### src/rtl/daq_regif_pkg.sv
// Package: offsets of the I/O window, trigger-mode codes and the decoded
// strobe bundle shared by the register interface modules.
package daq_regif_pkg;

    localparam logic [3:0] OFS_AI_LO  = 4'h4;
    localparam logic [3:0] OFS_AI_HI  = 4'h5;
    localparam logic [3:0] OFS_DI_LO  = 4'h6;
    localparam logic [3:0] OFS_DI_HI  = 4'h7;
    localparam logic [3:0] OFS_STATUS = 4'h8;
    localparam logic [3:0] OFS_GAIN   = 4'h9;
    localparam logic [3:0] OFS_MUX    = 4'hA;
    localparam logic [3:0] OFS_CTRL   = 4'hB;
    localparam logic [3:0] OFS_SOFT   = 4'hC;
    localparam logic [3:0] OFS_DO_LO  = 4'hD;
    localparam logic [3:0] OFS_DO_HI  = 4'hE;
    localparam logic [3:0] DAC_BASE   = 4'h4;

    localparam logic [2:0] TM_OFF      = 3'd0;
    localparam logic [2:0] TM_SOFT     = 3'd1;
    localparam logic [2:0] TM_PACE_DMA = 3'd2;
    localparam logic [2:0] TM_PACE_IRQ = 3'd6;

    localparam int DAC_BITS = 12;

    typedef struct packed {
        logic status_wr;
        logic gain_wr;
        logic mux_wr;
        logic ctrl_wr;
        logic soft_wr;
        logic do_lo_wr;
        logic do_hi_wr;
        logic ai_lo_rd;
    } strobe_t;

endpackage

### src/rtl/daq_addr_dec.sv
// Address decoder: turns the bus offset and the read/write strobes into one
// strobe per register action. Assumes one-cycle bus_wr / bus_rd pulses.
module daq_addr_dec
    import daq_regif_pkg::*;
(
    input  logic [3:0] bus_addr,
    input  logic       bus_wr,
    input  logic       bus_rd,
    output strobe_t    strb
);

    // Purpose: compare the offset against each register location.
    always_comb begin
        strb           = '0;
        strb.status_wr = bus_wr && (bus_addr == OFS_STATUS);
        strb.gain_wr   = bus_wr && (bus_addr == OFS_GAIN);
        strb.mux_wr    = bus_wr && (bus_addr == OFS_MUX);
        strb.ctrl_wr   = bus_wr && (bus_addr == OFS_CTRL);
        strb.soft_wr   = bus_wr && (bus_addr == OFS_SOFT);
        strb.do_lo_wr  = bus_wr && (bus_addr == OFS_DO_LO);
        strb.do_hi_wr  = bus_wr && (bus_addr == OFS_DO_HI);
        strb.ai_lo_rd  = bus_rd && (bus_addr == OFS_AI_LO);
    end

endmodule

### src/rtl/daq_conv_seq.sv
// Conversion sequencer: on an accepted trigger it stays busy for CONV_CYCLES
// clock edges, pulses start in the first busy cycle and flags done in the
// last. Triggers while busy are dropped. Assumes CONV_CYCLES >= 2.
module daq_conv_seq #(
    parameter int CONV_CYCLES = 8
) (
    input  logic clk,
    input  logic rst_n,
    input  logic trig,
    output logic busy,
    output logic start_pulse,
    output logic done
);

    localparam int CW = (CONV_CYCLES > 2) ? $clog2(CONV_CYCLES) : 1;
    localparam logic [CW-1:0] CNT_LOAD = CW'(CONV_CYCLES - 1);

    logic [CW-1:0] cnt;

    // Purpose: load the countdown on a trigger, count it down while busy.
    always_ff @(posedge clk) begin
        if (!rst_n) begin
            busy <= 1'b0;
            cnt  <= '0;
        end else if (busy) begin
            if (cnt == '0) busy <= 1'b0;
            else           cnt  <= cnt - 1'b1;
        end else if (trig) begin
            busy <= 1'b1;
            cnt  <= CNT_LOAD;
        end
    end

    assign done        = busy && (cnt == '0);
    assign start_pulse = busy && (cnt == CNT_LOAD);

endmodule

### src/rtl/daq_dac_bank.sv
// DAC code latches: one low/high byte pair per channel at offsets
// DAC_BASE+2n / DAC_BASE+2n+1; only the high nibble's low four bits kept.
module daq_dac_bank
    import daq_regif_pkg::*;
#(
    parameter int NUM_DAC = 2
) (
    input  logic                        clk,
    input  logic                        rst_n,
    input  logic                        bus_wr,
    input  logic [3:0]                  bus_addr,
    input  logic [7:0]                  bus_wdata,
    output logic [NUM_DAC*DAC_BITS-1:0] dac_code
);

    for (genvar n = 0; n < NUM_DAC; n++) begin : g_ch
        localparam logic [3:0] LO_OFS = DAC_BASE + 4'(2 * n);
        localparam logic [3:0] HI_OFS = DAC_BASE + 4'(2 * n + 1);

        logic [7:0] lo_q;
        logic [3:0] hi_q;

        // Purpose: latch this channel's byte lanes on their own offsets.
        always_ff @(posedge clk) begin
            if (!rst_n) begin
                lo_q <= '0;
                hi_q <= '0;
            end else if (bus_wr) begin
                if (bus_addr == LO_OFS) lo_q <= bus_wdata;
                if (bus_addr == HI_OFS) hi_q <= bus_wdata[3:0];
            end
        end

        assign dac_code[n*DAC_BITS +: DAC_BITS] = {hi_q, lo_q};
    end

endmodule

### src/rtl/daq_regif.sv
// Register interface of the acquisition card: control/mux/gain/DO storage,
// trigger qualification, result capture, ready flag, IRQ and DMA requests,
// and the read-back multiplexer. Assumes ADC_BITS is 12 or 16.
module daq_regif
    import daq_regif_pkg::*;
#(
    parameter int ADC_BITS    = 12,
    parameter int CONV_CYCLES = 8,
    parameter int NUM_DAC     = 2
) (
    input  logic                    clk,
    input  logic                    rst_n,
    input  logic [3:0]              bus_addr,
    input  logic                    bus_wr,
    input  logic [7:0]              bus_wdata,
    input  logic                    bus_rd,
    output logic [7:0]              bus_rdata,
    input  logic                    pacer_tick,
    input  logic [15:0]             adc_result,
    input  logic [15:0]             di_pins,
    output logic                    adc_start,
    output logic                    irq_req,
    output logic                    dma_req,
    output logic [3:0]              mux_chan,
    output logic [1:0]              mux_cs,
    output logic [7:0]              gain_code,
    output logic [2:0]              trig_mode,
    output logic [3:0]              irq_line,
    output logic [NUM_DAC*12-1:0]   dac_code,
    output logic [15:0]             do_pins
);

    localparam logic [15:0] RES_MASK = 16'((32'd1 << ADC_BITS) - 1);
    localparam bit          WIDE_ADC = (ADC_BITS > 12);

    strobe_t     strb;
    logic        conv_busy;
    logic        conv_done;
    logic        trig_ok;
    logic        eoc_q;
    logic [15:0] res_q;
    logic [7:0]  ai_hi_byte;

    daq_addr_dec u_dec (
        .bus_addr (bus_addr),
        .bus_wr   (bus_wr),
        .bus_rd   (bus_rd),
        .strb     (strb)
    );

    daq_dac_bank #(.NUM_DAC(NUM_DAC)) u_dac (
        .clk       (clk),
        .rst_n     (rst_n),
        .bus_wr    (bus_wr),
        .bus_addr  (bus_addr),
        .bus_wdata (bus_wdata),
        .dac_code  (dac_code)
    );

    // Purpose: qualify software strobes and pacer ticks by the trigger mode.
    always_comb begin
        unique case (trig_mode)
            TM_SOFT:                  trig_ok = strb.soft_wr;
            TM_PACE_DMA, TM_PACE_IRQ: trig_ok = pacer_tick;
            default:                  trig_ok = 1'b0;
        endcase
    end

    daq_conv_seq #(.CONV_CYCLES(CONV_CYCLES)) u_seq (
        .clk         (clk),
        .rst_n       (rst_n),
        .trig        (trig_ok),
        .busy        (conv_busy),
        .start_pulse (adc_start),
        .done        (conv_done)
    );

    // Purpose: hold the control, mux, gain and digital-output registers.
    always_ff @(posedge clk) begin
        if (!rst_n) begin
            trig_mode <= TM_OFF;
            irq_line  <= '0;
            mux_chan  <= '0;
            mux_cs    <= '0;
            gain_code <= '0;
            do_pins   <= '0;
        end else begin
            if (strb.ctrl_wr) begin
                trig_mode <= bus_wdata[2:0];
                irq_line  <= bus_wdata[7:4];
            end
            if (strb.mux_wr) begin
                mux_chan <= bus_wdata[3:0];
                mux_cs   <= bus_wdata[5:4];
            end
            if (strb.gain_wr)  gain_code     <= bus_wdata;
            if (strb.do_lo_wr) do_pins[7:0]  <= bus_wdata;
            if (strb.do_hi_wr) do_pins[15:8] <= bus_wdata;
        end
    end

    // Purpose: capture the masked converter sample at end of conversion.
    always_ff @(posedge clk) begin
        if (!rst_n)         res_q <= '0;
        else if (conv_done) res_q <= adc_result & RES_MASK;
    end

    // Purpose: ready flag and interrupt; a status write beats a completion.
    always_ff @(posedge clk) begin
        if (!rst_n || strb.status_wr) begin
            eoc_q   <= 1'b0;
            irq_req <= 1'b0;
        end else if (conv_done) begin
            eoc_q <= 1'b1;
            if (trig_mode == TM_PACE_IRQ) irq_req <= 1'b1;
        end
    end

    // Purpose: DMA request set by a pacer-DMA completion, dropped by AI low read.
    always_ff @(posedge clk) begin
        if (!rst_n)                                        dma_req <= 1'b0;
        else if (conv_done && (trig_mode == TM_PACE_DMA)) dma_req <= 1'b1;
        else if (strb.ai_lo_rd)                            dma_req <= 1'b0;
    end

    // Purpose: pick the AI high byte layout for the converter width.
    generate
        if (WIDE_ADC) begin : g_wide
            assign ai_hi_byte = res_q[15:8];
        end else begin : g_narrow
            assign ai_hi_byte = {3'b000, ~eoc_q, res_q[11:8]};
        end
    endgenerate

    // Purpose: read-back multiplexer; write-only offsets return zero.
    always_comb begin
        unique case (bus_addr)
            OFS_AI_LO:  bus_rdata = res_q[7:0];
            OFS_AI_HI:  bus_rdata = ai_hi_byte;
            OFS_DI_LO:  bus_rdata = di_pins[7:0];
            OFS_DI_HI:  bus_rdata = di_pins[15:8];
            OFS_STATUS: bus_rdata = {2'b00, ~eoc_q, 5'b00000};
            default:    bus_rdata = 8'h00;
        endcase
    end

endmodule

### config.mk
export PLATFORM = sky130hd
export DESIGN_NAME = daq_regif
export DESIGN_NICKNAME = d
export VERILOG_FILES = /design/src/rtl/daq_regif_pkg.sv /design/src/rtl/daq_addr_dec.sv /design/src/rtl/daq_conv_seq.sv /design/src/rtl/daq_dac_bank.sv /design/src/rtl/daq_regif.sv
export SDC_FILE = /design/constraint.sdc
export NUM_CORES = 1
export LEC_CHECK = 0
export CORE_MARGIN = 2
export CORE_UTILIZATION = 35
export CTS_CLUSTER_DIAMETER = 120
export DETAILED_ROUTE_END_ITERATION = 7
export PLACE_DENSITY_LB_ADDON = 0.25
export SLEW_MARGIN = 20
export SYNTH_ARGS = -nofsm -noshare
export SYNTH_HDL_FRONTEND = slang
export SYNTH_SLANG_ARGS = --single-unit
### constraint.sdc
create_clock -name clk -period 1.5 [get_ports clk]
set_input_delay 0.225 -clock clk [delete_from_list [all_inputs] [get_ports clk]]
set_output_delay 0.225 -clock clk [all_outputs]
set_load 0.05 [all_outputs]
==> results of run 1 <==
[layer usage]
layer	track usage (%)	up-vias	wire, um
met5	0	-	0
met4	6.15	0	124
met3	6.22	10	829
met2	30.4	93	4250
met1	22.4	1380	4170
li1	-	1437	-
[through the flow]
step	util, %	cell area (sq um)
floorplan	-	3380
global placement	51.6	4790
detailed placement	51.6	4790
CTS	55.1	5120
global route	55.8	5180
finish	55.8	5180
[path summary, 6_finish.rpt]
| path | startpoint | to | slack [ns] | depth (start not counted) |
|---|---|---|---|---|
| max | eoc_q$_SDFFE_PP0P_ | bus_rdata[4] | -0.21 | 4 |
| min | rst_n | irq_line[1]$_SDFFE_PN0P_ | 0.26 | 3 |
| max reg2reg | u_seq.cnt[0]$_SDFFE_PN0P_ | u_seq.cnt[2]$_SDFFE_PN0P_ | 0.08 | 5 |
| min reg2reg | res_q[11]$_SDFFE_PN0P_ | res_q[11]$_SDFFE_PN0P_ | 0.46 | 2 |
[final cells by class]
type | count | area share, %
Multi-Input combinational cell | 235 | 34.3
Sequential cell | 80 | 31.2
Timing Repair Buffer | 150 | 27.6
Tap cell | 129 | 3.11
Clock buffer | 10 | 2.46
Clock inverter | 6 | 0.869
Inverter | 6 | 0.531
[where the power goes]
part	switching [mW]	internal, mW	leakage [nW]	total, mW
clock network	0.823	0.607	0.0789	1.43
logic	0.310	0.275	1.31	0.585
registers	0.0173	2.14	0.650	2.16
[layout by cell type, fill, tap and decap left out, types with 4 or more instances in the layout]
cell type / count
dfxtp_2: 6
nand2_1: 97
clkbuf_8: 9
buf_4: 85
a21oi_1: 13
buf_6: 4
buf_12: 12
mux2i_1: 62
mux4_2: 5
nor2_4: 4
dfxtp_1: 72
clkdlybuf4s50_1: 35
dlygate4sd2_1: 4
and2_4: 5
nor2_2: 6
buf_8: 5
[sequential cells by signal, indices dropped and copies added (netlist names)]
register and flops:
dma_req 1, do_pins 16, eoc_q 1, gain_code 8
irq_line 4, irq_req 1, mux_chan 4, mux_cs 2
res_q 12, trig_mode 3, u_dac.g_ch.hi_q 8, u_dac.g_ch.lo_q 16
u_seq.busy 1, u_seq.cnt 3
[worst register-to-register path: cells and delay by family, from the launching register on]
family / cells / cell delay, ns
buffers and inverters: 1 / 0.06
AOI/OAI and AO/OA: 2 / 0.37
adders and majority gates: 1 / 0.16
DFF: 1 / 0.39
and+or+nand+nor: 1 / 0.35
[kinds of logic after synthesis]
| family | share of synthesized area, % |
|---|---|
| flops | 47.5 |
| mux | 22.4 |
| compound gates | 5.12 |
| xor+xnor | 0.260 |
| simple gates | 20.2 |
| fa+ha+maj | 1.11 |
| buf+inv | 3.41 |
[what timing repair did]
item	in CTS	in global routing
hold buffers	0	0
endpoints found under the setup margin	10	10
buffers inserted	2	6
gates resized for setup	45	20
pin swaps	8	8
endpoints found under the hold margin	0	0
==> results.txt, run 1 <==
total of max-cap violations: 0
final worst slack: -0.211 ns
Final Setup Violations: 6
Critical Path Sink Type: output port
CP required: 1.27 ns
hpwl dp: 6.58 mm
outcome: finished with violations
GR Overflow Total: 0
TNS Setup: -0.901 ns
crit path max fanout: 2
Pre-Repair DR Iteration Count: 4
Synth area leader: dfxtp_1
vias in the first global route: 2913
fin. max-slew vios: 0
Layout Nets: 534
initial antenna violation count: 0
most used standard cell by instance count after synthesis: nand2_1
IO Port Bufs: 116
largest net degree at the start of global routing: 31
Post-synth EDFFs: 0
row cnt: 35
Hold/Removal Path Class: input pin to flip-flop
total power draw: 4.18 mW
synth top area cells: dfxtp_1 (47%), mux2i_1 (18%), nand2_1 (11%), mux4_2 (3.3%), a21oi_1 (2.1%)
CP delay by family, top: multiplexers
DP Cell Count: 594
number of remaining DRC errors: 0
WS Path Type: flip-flop to output port
ys async rst share: 0%
diode count: 0
Die H: 102 um
routed vias/inst: 4.74
unrepaired setup endpoints after global routing: yes
I/O pins: 121
P&R area growth vs syn: 53.8%
violated checks: negative setup slack
Post-Layout Cell Count: 616
Tmin final: 1.71 ns
CTS tree: yes
die area: 10400 sq um
GRT Total Usage: 18.3%
post-synth top area share: 47.5%
Num CTS Buffers: 9
post-synth cell types: 43
Skew-Pair Late Insertion Delay: 0.35 ns
skew final: 0.0115 ns
Ys Warns: 0
footprint of the multi-input gates: 1780 sq um
GP Congestion: 0.829
drt total wl: 9.38 mm
CTS clk-pin slew, worst paths: 0.09 ns
Seq cells post-synth: 80
Worst EP arrival: 1.49 ns
maximum VDD drop: 485 uV
Max Buffers Root-to-Sink: 2
Pleak: 2.04 nW
Synthesized Nets: 390
pre-CTS setup slack: -0.497 ns
Syn Inst Count: 338
via count of the routed design: 2920
PwrDens: 805 nW/um^2
worst rel slew slack: 64.5%
cells along the critical path: inv_2, mux4_2, and2_4, buf_8
Worst Setup Start Kind: flip-flop
H-tree levels: 3
sequential fraction of the synthesis area: 47.5%
ys flop type: dfxtp_1
WP buf/inv: 2
fmax: 585 MHz
Final Hold Fails: 0
Clock Sinks: 80
Post-synth top cells: nand2_1 (97), dfxtp_1 (80), mux2i_1 (62)
initial drt markers: 67
Routed Antenna Nets: 0
netlist area before placement: 3370 sq um
Crit-path slowest cell: mux4_2
WHS: 0.258 ns
largest stage delay on the critical path: 0.45 ns
Worst-Margin Slew: 0.532 ns
FILL cells: 840
Core ar.: 9280 sq um
DR WL/cell: 15.2 um
Synth Area per Inst: 9.98 sq um
first-pass GRT wire length: 14.7 mm
share of layout cells above drive strength 1: 35.7%
Die X: 102 um
Root Driver: clkbuf_8
period utilization: 114%
Initial Utilization: 36.3%
register area: 1620 sq um
(Power assumes the default switching activity.)
==> run 2, diff against run 1 <==
--- a/config.mk
+++ b/config.mk
@@ -7,5 +7,5 @@
 export LEC_CHECK = 0
 export CORE_MARGIN = 2
-export CORE_UTILIZATION = 35
+export CORE_UTILIZATION = 40
 export CTS_CLUSTER_DIAMETER = 120
 export DETAILED_ROUTE_END_ITERATION = 7
==> constraint.sdc (replaced) <==
create_clock -name clk -period 1.5 [get_ports clk]
set_input_delay 0.225 -clock clk [delete_from_list [all_inputs] [get_ports clk]]
set_output_delay 0.225 -clock clk [all_outputs]
set_load 0.1 [all_outputs]
==> run 2 against run 1 <==
- the flow still finishes with violations (negative setup slack)
- critical path type unchanged
- clock power up 22%
- flip-flop and latch count unchanged
- critical path depth unchanged
- register-to-register slack worse by 0.10 ns
- critical endpoint unchanged
- count of clock-buffer cells in the layout unchanged
- die area down 12%
- largest cell class is now non-clock buffers
==> results.txt, run 2 (same netlist as run 1, synthesis figures left out) <==
outcome: finished with violations
violated checks: negative setup slack
Final Util: 74.7% (+19 points)
period utilization: 116% (+1.8 points)
combinational power share: 16.7% (+2.7 points)
Net Sw Power: 1.27 mW (+10%)
CTS tree: yes
Reg power frac: 46.2% (-5.6 points)
GP Congestion: 0.739 (-11%)
crit path max fanout: 2 (unchanged)
routed wl met2: 4.96 mm (+17%)
row cnt: 33 (-5.7%)
CP required: 1.27 ns (about the same)
DR WL/cell: 16.9 um (+11%)
largest net degree at the start of global routing: 21 (-32%)
Worst Setup Start Kind: flip-flop
clock share of power: 37.2% (+3.0 points)
Routed Antenna Nets: 0 (unchanged)
Root Driver: clkbuf_8
Die H: 95.8 um (-6.2%)
top flop regs: do_pins: 16 flops, u_dac.g_ch.lo_q: 16 flops, res_q: 12 flops
M1 wire length: 4.08 mm (-2.2%)
Pleak: 2.27 nW (+11%)
# hold bufs at CTS: 0 (unchanged)
leading cell type in the layout, fill and taps excluded: nand2_1
fin. max-slew vios: 0 (unchanged)
hpwl dp: 7.22 mm (+9.8%)
Worst-Margin Slew: 0.547 ns (+0.0143 ns)
GR Overflow Total: 0 (unchanged)
WHS: 0.330 ns (+0.0721 ns)
final worst slack: -0.237 ns (-0.0264 ns)
unrepaired setup endpoints after global routing: yes
top sig layer: met4
Critical Path Sink Type: output port
Layout Nets: 540 (+1.1%)
Tmin final: 1.74 ns (+0.0264 ns)
drt total wl: 10.1 mm (+8.0%)
most frequent cells in the layout: nand2_1 (97), buf_12 (81), dfxtp_1 (70), mux2i_1 (62), clkdlybuf4s50_1 (35)
P&R area growth vs syn: 81.0%
TNS Setup: -1.15 ns (-0.249 ns)
initial drt markers: 93 (+39%)
Final Setup Violations: 8 (+2)
worst rel slew slack: 63.5% (-0.95 points)
first-pass GRT wire length: 15.8 mm (+7.5%)
switching part of the total: 26.9% (-0.64 points)
fmax: 576 MHz (-1.5%)
number of remaining DRC errors: 0 (unchanged)
P_int: 3.44 mW (+14%)
Final Hold Fails: 0 (unchanged)
die area: 9180 sq um (-12%)
total of max-cap violations: 0 (unchanged)
skew final: 0.00874 ns (-0.00273 ns)
Worst EP arrival: 1.51 ns (+0.02 ns)
Initial Utilization: 41.2% (+4.9 points)
Skew-Pair Late Insertion Delay: 0.35 ns (about the same)
maximum VDD drop: 848 uV (+75%)
Pre-Repair DR Iteration Count: 4 (unchanged)
initial antenna violation count: 1 (+1)
Max Buffers Root-to-Sink: 2 (unchanged)
routed vias/inst: 5.00 (+5.5%)
Hold/Removal Path Class: input pin to flip-flop
vias in the first global route: 3159 (+8.4%)
I/O pins: 121 (unchanged)
WS Path Type: flip-flop to output port
CTS clk-pin slew, worst paths: 0.08 ns (about the same)
Die X: 95.8 um (-6.2%)
H-tree levels: 3 (unchanged)
via count of the routed design: 2997 (+2.6%)
Clock Sinks: 80 (unchanged)
PwrDens: 772 nW/um^2 (-4.2%)
GRT Total Usage: 23.1% (+4.7 points)
met3 wire length: 949 um (+14%)
FILL cells: 554 (-34%)
share of layout cells above drive strength 1: 37.3% (+1.6 points)
Num CTS Buffers: 9 (unchanged)
IO Port Bufs: 116 (unchanged)
pre-CTS setup slack: -0.492 ns (+0.00491 ns)
Core ar.: 8180 sq um (-12%)
## run 2: timing repair
| item | in CTS | in global routing |
|---|---|---|
| setup buffers | 8 | 1 |
| gates resized for setup | 52 | 6 |
| hold endpoints to repair | 0 | 0 |
| pin swaps | 12 | 5 |
| setup endpoints to repair | 11 | 12 |
## run 2: per-stage QoR
stage	std cells	area [sq um]	power, mW
6_report	599	6100	4.71
5_1_grt	599	6100	4.89
4_1_cts	598	6090	4.76
3_5_place_dp	574	5690	2.98
3_3_place_gp	574	5690	2.97
2_1_floorplan	338	3430	2.62
## run 2: cell type report
type / count / area [sq um] / area share (%)
Clock buffer: 10 / 128 / 2.09
Antenna cell: 1 / 2.50 / 0.0410
Timing Repair Buffer: 156 / 2300 / 37.6
Tap cell: 105 / 131 / 2.15
Multi-Input combinational cell: 235 / 1810 / 29.6
Inverter: 6 / 30.0 / 0.492
Sequential cell: 80 / 1610 / 26.4
Clock inverter: 6 / 92.6 / 1.52
## run 2: worst max-delay path, stage by stage (launching register included)
cell	delay, ns
dfxtp_2	0.35
inv_2	0.04
mux4_2	0.46
and2_4	0.16
buf_12	0.16
## run 2: power groups by stage
stage	combinational (mW)	sequential [mW]	clock, mW
after detailed placement	0.755	2.22	0
after global placement	0.747	2.22	0
after global routing	0.821	2.18	1.89
final	0.785	2.18	1.75
after floorplan	0.261	2.36	0
after CTS	0.787	2.17	1.79
## run 2: path summary, 6_finish.rpt
path / startpoint / to / slack [ns] / depth (start not counted)
worst max-delay path: eoc_q$_SDFFE_PP0P_ / bus_rdata[4] / -0.24 / 4
worst min-delay path: rst_n / do_pins[14]$_SDFFE_PN0P_ / 0.33 / 3
worst max register to register: u_seq.cnt[0]$_SDFFE_PN0P_ / u_seq.cnt[2]$_SDFFE_PN0P_ / -0.02 / 6
worst min register to register: res_q[2]$_SDFFE_PN0P_ / res_q[2]$_SDFFE_PN0P_ / 0.46 / 2
## run 2: layer usage
metal	GRT usage, %	vias to the layer above
li1	-	1448
met2	39.6	108
met3	9.24	11
met4	7.62	0
met5	0	-
met1	26.0	1430
==> run 3, diff against run 2 <==
CORE_UTILIZATION = 41   (was 40)
SYNTH_HIERARCHICAL = 1   (was default)
==> run 3 against run 2 <==
- the run still ends with negative setup slack left
- register-to-register slack better by 0.06 ns
- worst hold slack better by 0.022 ns
- core utilization is 2.7 points lower
- highest routed layer unchanged
- global-route usage is 2.9 points lower
- combinational power is 6.9% lower
- final cell count is 4.3% lower
==> results.txt, run 3 <==
row cnt: 33 (unchanged)
CP required: 1.27 ns (about the same)
GRT Total Usage: 20.2% (-2.9 points)
routed vias/inst: 4.89 (-2.2%)
period utilization: 115% (-0.94 points)
Hold Path Sink: u_seq/cnt[2]$_SDFFE_PN0P_
Min-Delay Startpoint: rst_n
first-pass GRT wire length: 14.2 mm (-10%)
ys flop type: dfxtp_1
Layout Nets: 515 (-4.6%)
P_int: 3.30 mW (-4.1%)
fmax: 580 MHz (+0.82%)
GP Congestion: 0.833 (+13%)
hpwl dp: 6.60 mm (-8.5%)
final worst slack: -0.223 ns (+0.0141 ns)
drt total wl: 9.16 mm (-9.5%)
DR WL/cell: 16.0 um (-5.4%)
via count of the routed design: 2804 (-6.4%)
netlist area before placement: 3490 sq um (+3.6%)
met3 wire length: 690 um (-27%)
Hold Path Cell Cnt: 3 (unchanged)
crit path max fanout: 3 (+1)
Skew-Pair Late Insertion Delay: 0.35 ns (about the same)
vias in the first global route: 2844 (-10%)
unrepaired setup endpoints after global routing: yes
initial drt markers: 112 (+20%)
Reg power frac: 48.0% (+1.8 points)
# hold bufs at CTS: 0 (unchanged)
Pleak: 2.21 nW (-2.8%)
post-synth cell types: 40 (-7.0%)
skew final: 0.0114 ns (+0.00269 ns)
clock share of power: 35.9% (-1.3 points)
most used standard cell by instance count after synthesis: dfxtp_1
worst-case reg-to-reg path depth: 6 (unchanged)
combinational power share: 16.2% (-0.5 points)
pre-CTS setup slack: -0.574 ns (-0.0821 ns)
WHS: 0.352 ns (+0.0224 ns)
top flop regs: do_pins: 16 flops, u_dac/g_ch.lo_q: 16 flops, res_q: 12 flops
total of max-cap violations: 0 (unchanged)
Final Hold Fails: 0 (unchanged)
Core ar.: 8260 sq um (+1.0%)
Worst EP arrival: 1.50 ns (about the same)
Routed Antenna Nets: 0 (unchanged)
share of layout cells above drive strength 1: 34.8% (-2.5 points)
WS Path Type: flip-flop to output port
outcome: finished with violations
CTS tree: yes
violated checks: negative setup slack
Worst Setup Start Kind: flip-flop
Max Buffers Root-to-Sink: 2 (unchanged)
Hold/Removal Path Class: input pin to flip-flop
Clock Sinks: 80 (unchanged)
Pre-Repair DR Iteration Count: 4 (unchanged)
Ys Warns: 6 (+6)
Synth area leader: dfxtp_1
leading cell type in the layout, fill and taps excluded: buf_12
initial antenna violation count: 0 (-1)
RR Startpoint: u_seq/cnt[1]$_SDFFE_PN0P_
routed wl met2: 4.60 mm (-7.2%)
maximum VDD drop: 586 uV (-31%)
Synthesized Nets: 383 (-1.8%)
Initial Utilization: 42.3% (+1.1 points)
Post-synth top cells: dfxtp_1 (80), mux2i_1 (73), nor2b_1 (50)
PwrDens: 761 nW/um^2 (-1.4%)
diode count: 0 (-1)
DP Cell Count: 553 (-3.7%)
IO Port Bufs: 116 (unchanged)
sequential fraction of the synthesis area: 45.8% (-1.7 points)
die area: 9280 sq um (+1.1%)
largest net degree at the start of global routing: 88 (+320%)
synth top area cells: dfxtp_1 (46%), mux2i_1 (21%), nor2b_1 (9.0%), nand2_1 (4.0%), mux4_2 (2.6%)
post-synth top area share: 45.8% (-1.7 points)
Critical Path Sink Type: output port
Die H: 96.3 um (+0.53%)
Root Driver: clkbuf_8
I/O pins: 121 (unchanged)
Final Util: 71.9% (-2.7 points)
Final Setup Violations: 6 (-2)
Tmin final: 1.72 ns (-0.0141 ns)
Post-synth EDFFs: 0 (unchanged)
top sig layer: met4
M1 wire length: 3.81 mm (-6.6%)
TNS Setup: -0.986 ns (+0.165 ns)
Die X: 96.3 um (+0.53%)
ys async rst share: 0% (unchanged)
Num CTS Buffers: 9 (unchanged)
fin. max-slew vios: 0 (unchanged)
GR Overflow Total: 0 (unchanged)
switching part of the total: 27.0% (+0.095 points)
Net Sw Power: 1.22 mW (-3.7%)
reg-to-reg setup timing slack: 0.04 ns (+0.06 ns)
H-tree levels: 3 (unchanged)
Post-Layout Cell Count: 573 (-4.3%)
Seq cells post-synth: 80 (unchanged)
CTS clk-pin slew, worst paths: 0.08 ns (about the same)
worst rel slew slack: 75.5% (+12 points)
number of remaining DRC errors: 0 (unchanged)
Synth Area per Inst: 10.6 sq um (+5.8%)
most frequent cells in the layout: buf_12 (75), mux2i_1 (73), dfxtp_1 (69), nor2b_1 (49), nand2_1 (37)
reg2reg end: res_q[1]$_SDFFE_PN0P_
Worst-Margin Slew: 0.364 ns (-0.183 ns)
P&R area growth vs syn: 70.0%
Syn Inst Count: 331 (-2.1%)
## run 3: changes by cell type in the layout (fill, tap and decap cells not counted), moves of 4 or more
cell and change:
a21oi_1 -13, buf_12 -6, buf_4 -8, buf_6 -4, mux2i_1 +11, nand2_1 -60
nand2b_1 +5, nor2_1 +6, nor2b_1 +47
## run 3: power groups by stage
stage | Clock [mW] | Combinational, mW | Sequential (mW)
2_1_floorplan | 0 | 0.236 | 2.36
3_3_place_gp | 0 | 0.707 | 2.22
3_5_place_dp | 0 | 0.717 | 2.22
4_1_cts | 1.67 | 0.728 | 2.17
5_1_grt | 1.76 | 0.767 | 2.17
6_report | 1.62 | 0.731 | 2.17
## run 3: critical path, stage by stage, from the launching register on
cell and delay (ns):
dfxtp_4 0.37, inv_2 0.03, mux4_2 0.44, and2_4 0.16
buf_12 0.16
## run 3: metal layers
layer	vias up	GRT usage [%]
li1	1381	-
met1	1327	24.3
met2	89	33.7
met3	7	8.85
met4	0	3.87
met5	-	0
## run 3: worst max-delay path by stage
stage                                   start                   end  slack (ns)  cells past startpoint
CTS                        eoc_q$_SDFFE_PP0P_          bus_rdata[4]       -0.24                      4
global placement                  bus_addr[1]          bus_rdata[3]       -0.54                      4
finish                     eoc_q$_SDFFE_PP0P_          bus_rdata[4]       -0.22                      4
detailed placement                bus_addr[1]          bus_rdata[3]       -0.57                      4
floorplan           u_seq/cnt[0]$_SDFFE_PN0P_  irq_req$_SDFFE_PP0P_       0.001                      7
global route               eoc_q$_SDFFE_PP0P_          bus_rdata[4]       -0.27                      4
## run 3: cell families (layout without fill, tap and decap cells)
family / Yosys count / count (layout) / synth area share, %
mux: 81 / 81 / 25.2
buf+inv: 26 / 163 / 3.90
compound gates: 11 / 11 / 2.51
fa+ha+maj: 3 / 3 / 1.07
flops: 80 / 80 / 45.8
simple gates: 130 / 130 / 21.5
## run 3: area by class of cell
cell class	instances	area, sq um
Inverter	7	26.3
Tap cell	105	131
Timing Repair Buffer	140	2100
Sequential cell	80	1620
Clock buffer	11	141
Clock inverter	5	63.8
Multi-Input combinational cell	225	1850
Fill cell	593	2320
## run 3: timing repair
| action | in CTS | in global routing |
|---|---|---|
| pin swaps | 8 | 3 |
| buffers inserted | 1 | 2 |
| gates resized for setup | 32 | 17 |
| cloned | 0 | 1 |
| endpoints found under the setup margin | 36 | 20 |
| endpoints found under the hold margin | 0 | 0 |
## run 3: per-stage QoR
| step | power [mW] | cell area, sq um |
|---|---|---|
| 3_5_place_dp | 2.94 | 5620 |
| 5_1_grt | 4.70 | 5940 |
| 3_3_place_gp | 2.93 | 5620 |
| 6_report | 4.52 | 5940 |
| 4_1_cts | 4.57 | 5860 |
| 2_1_floorplan | 2.59 | 3540 |
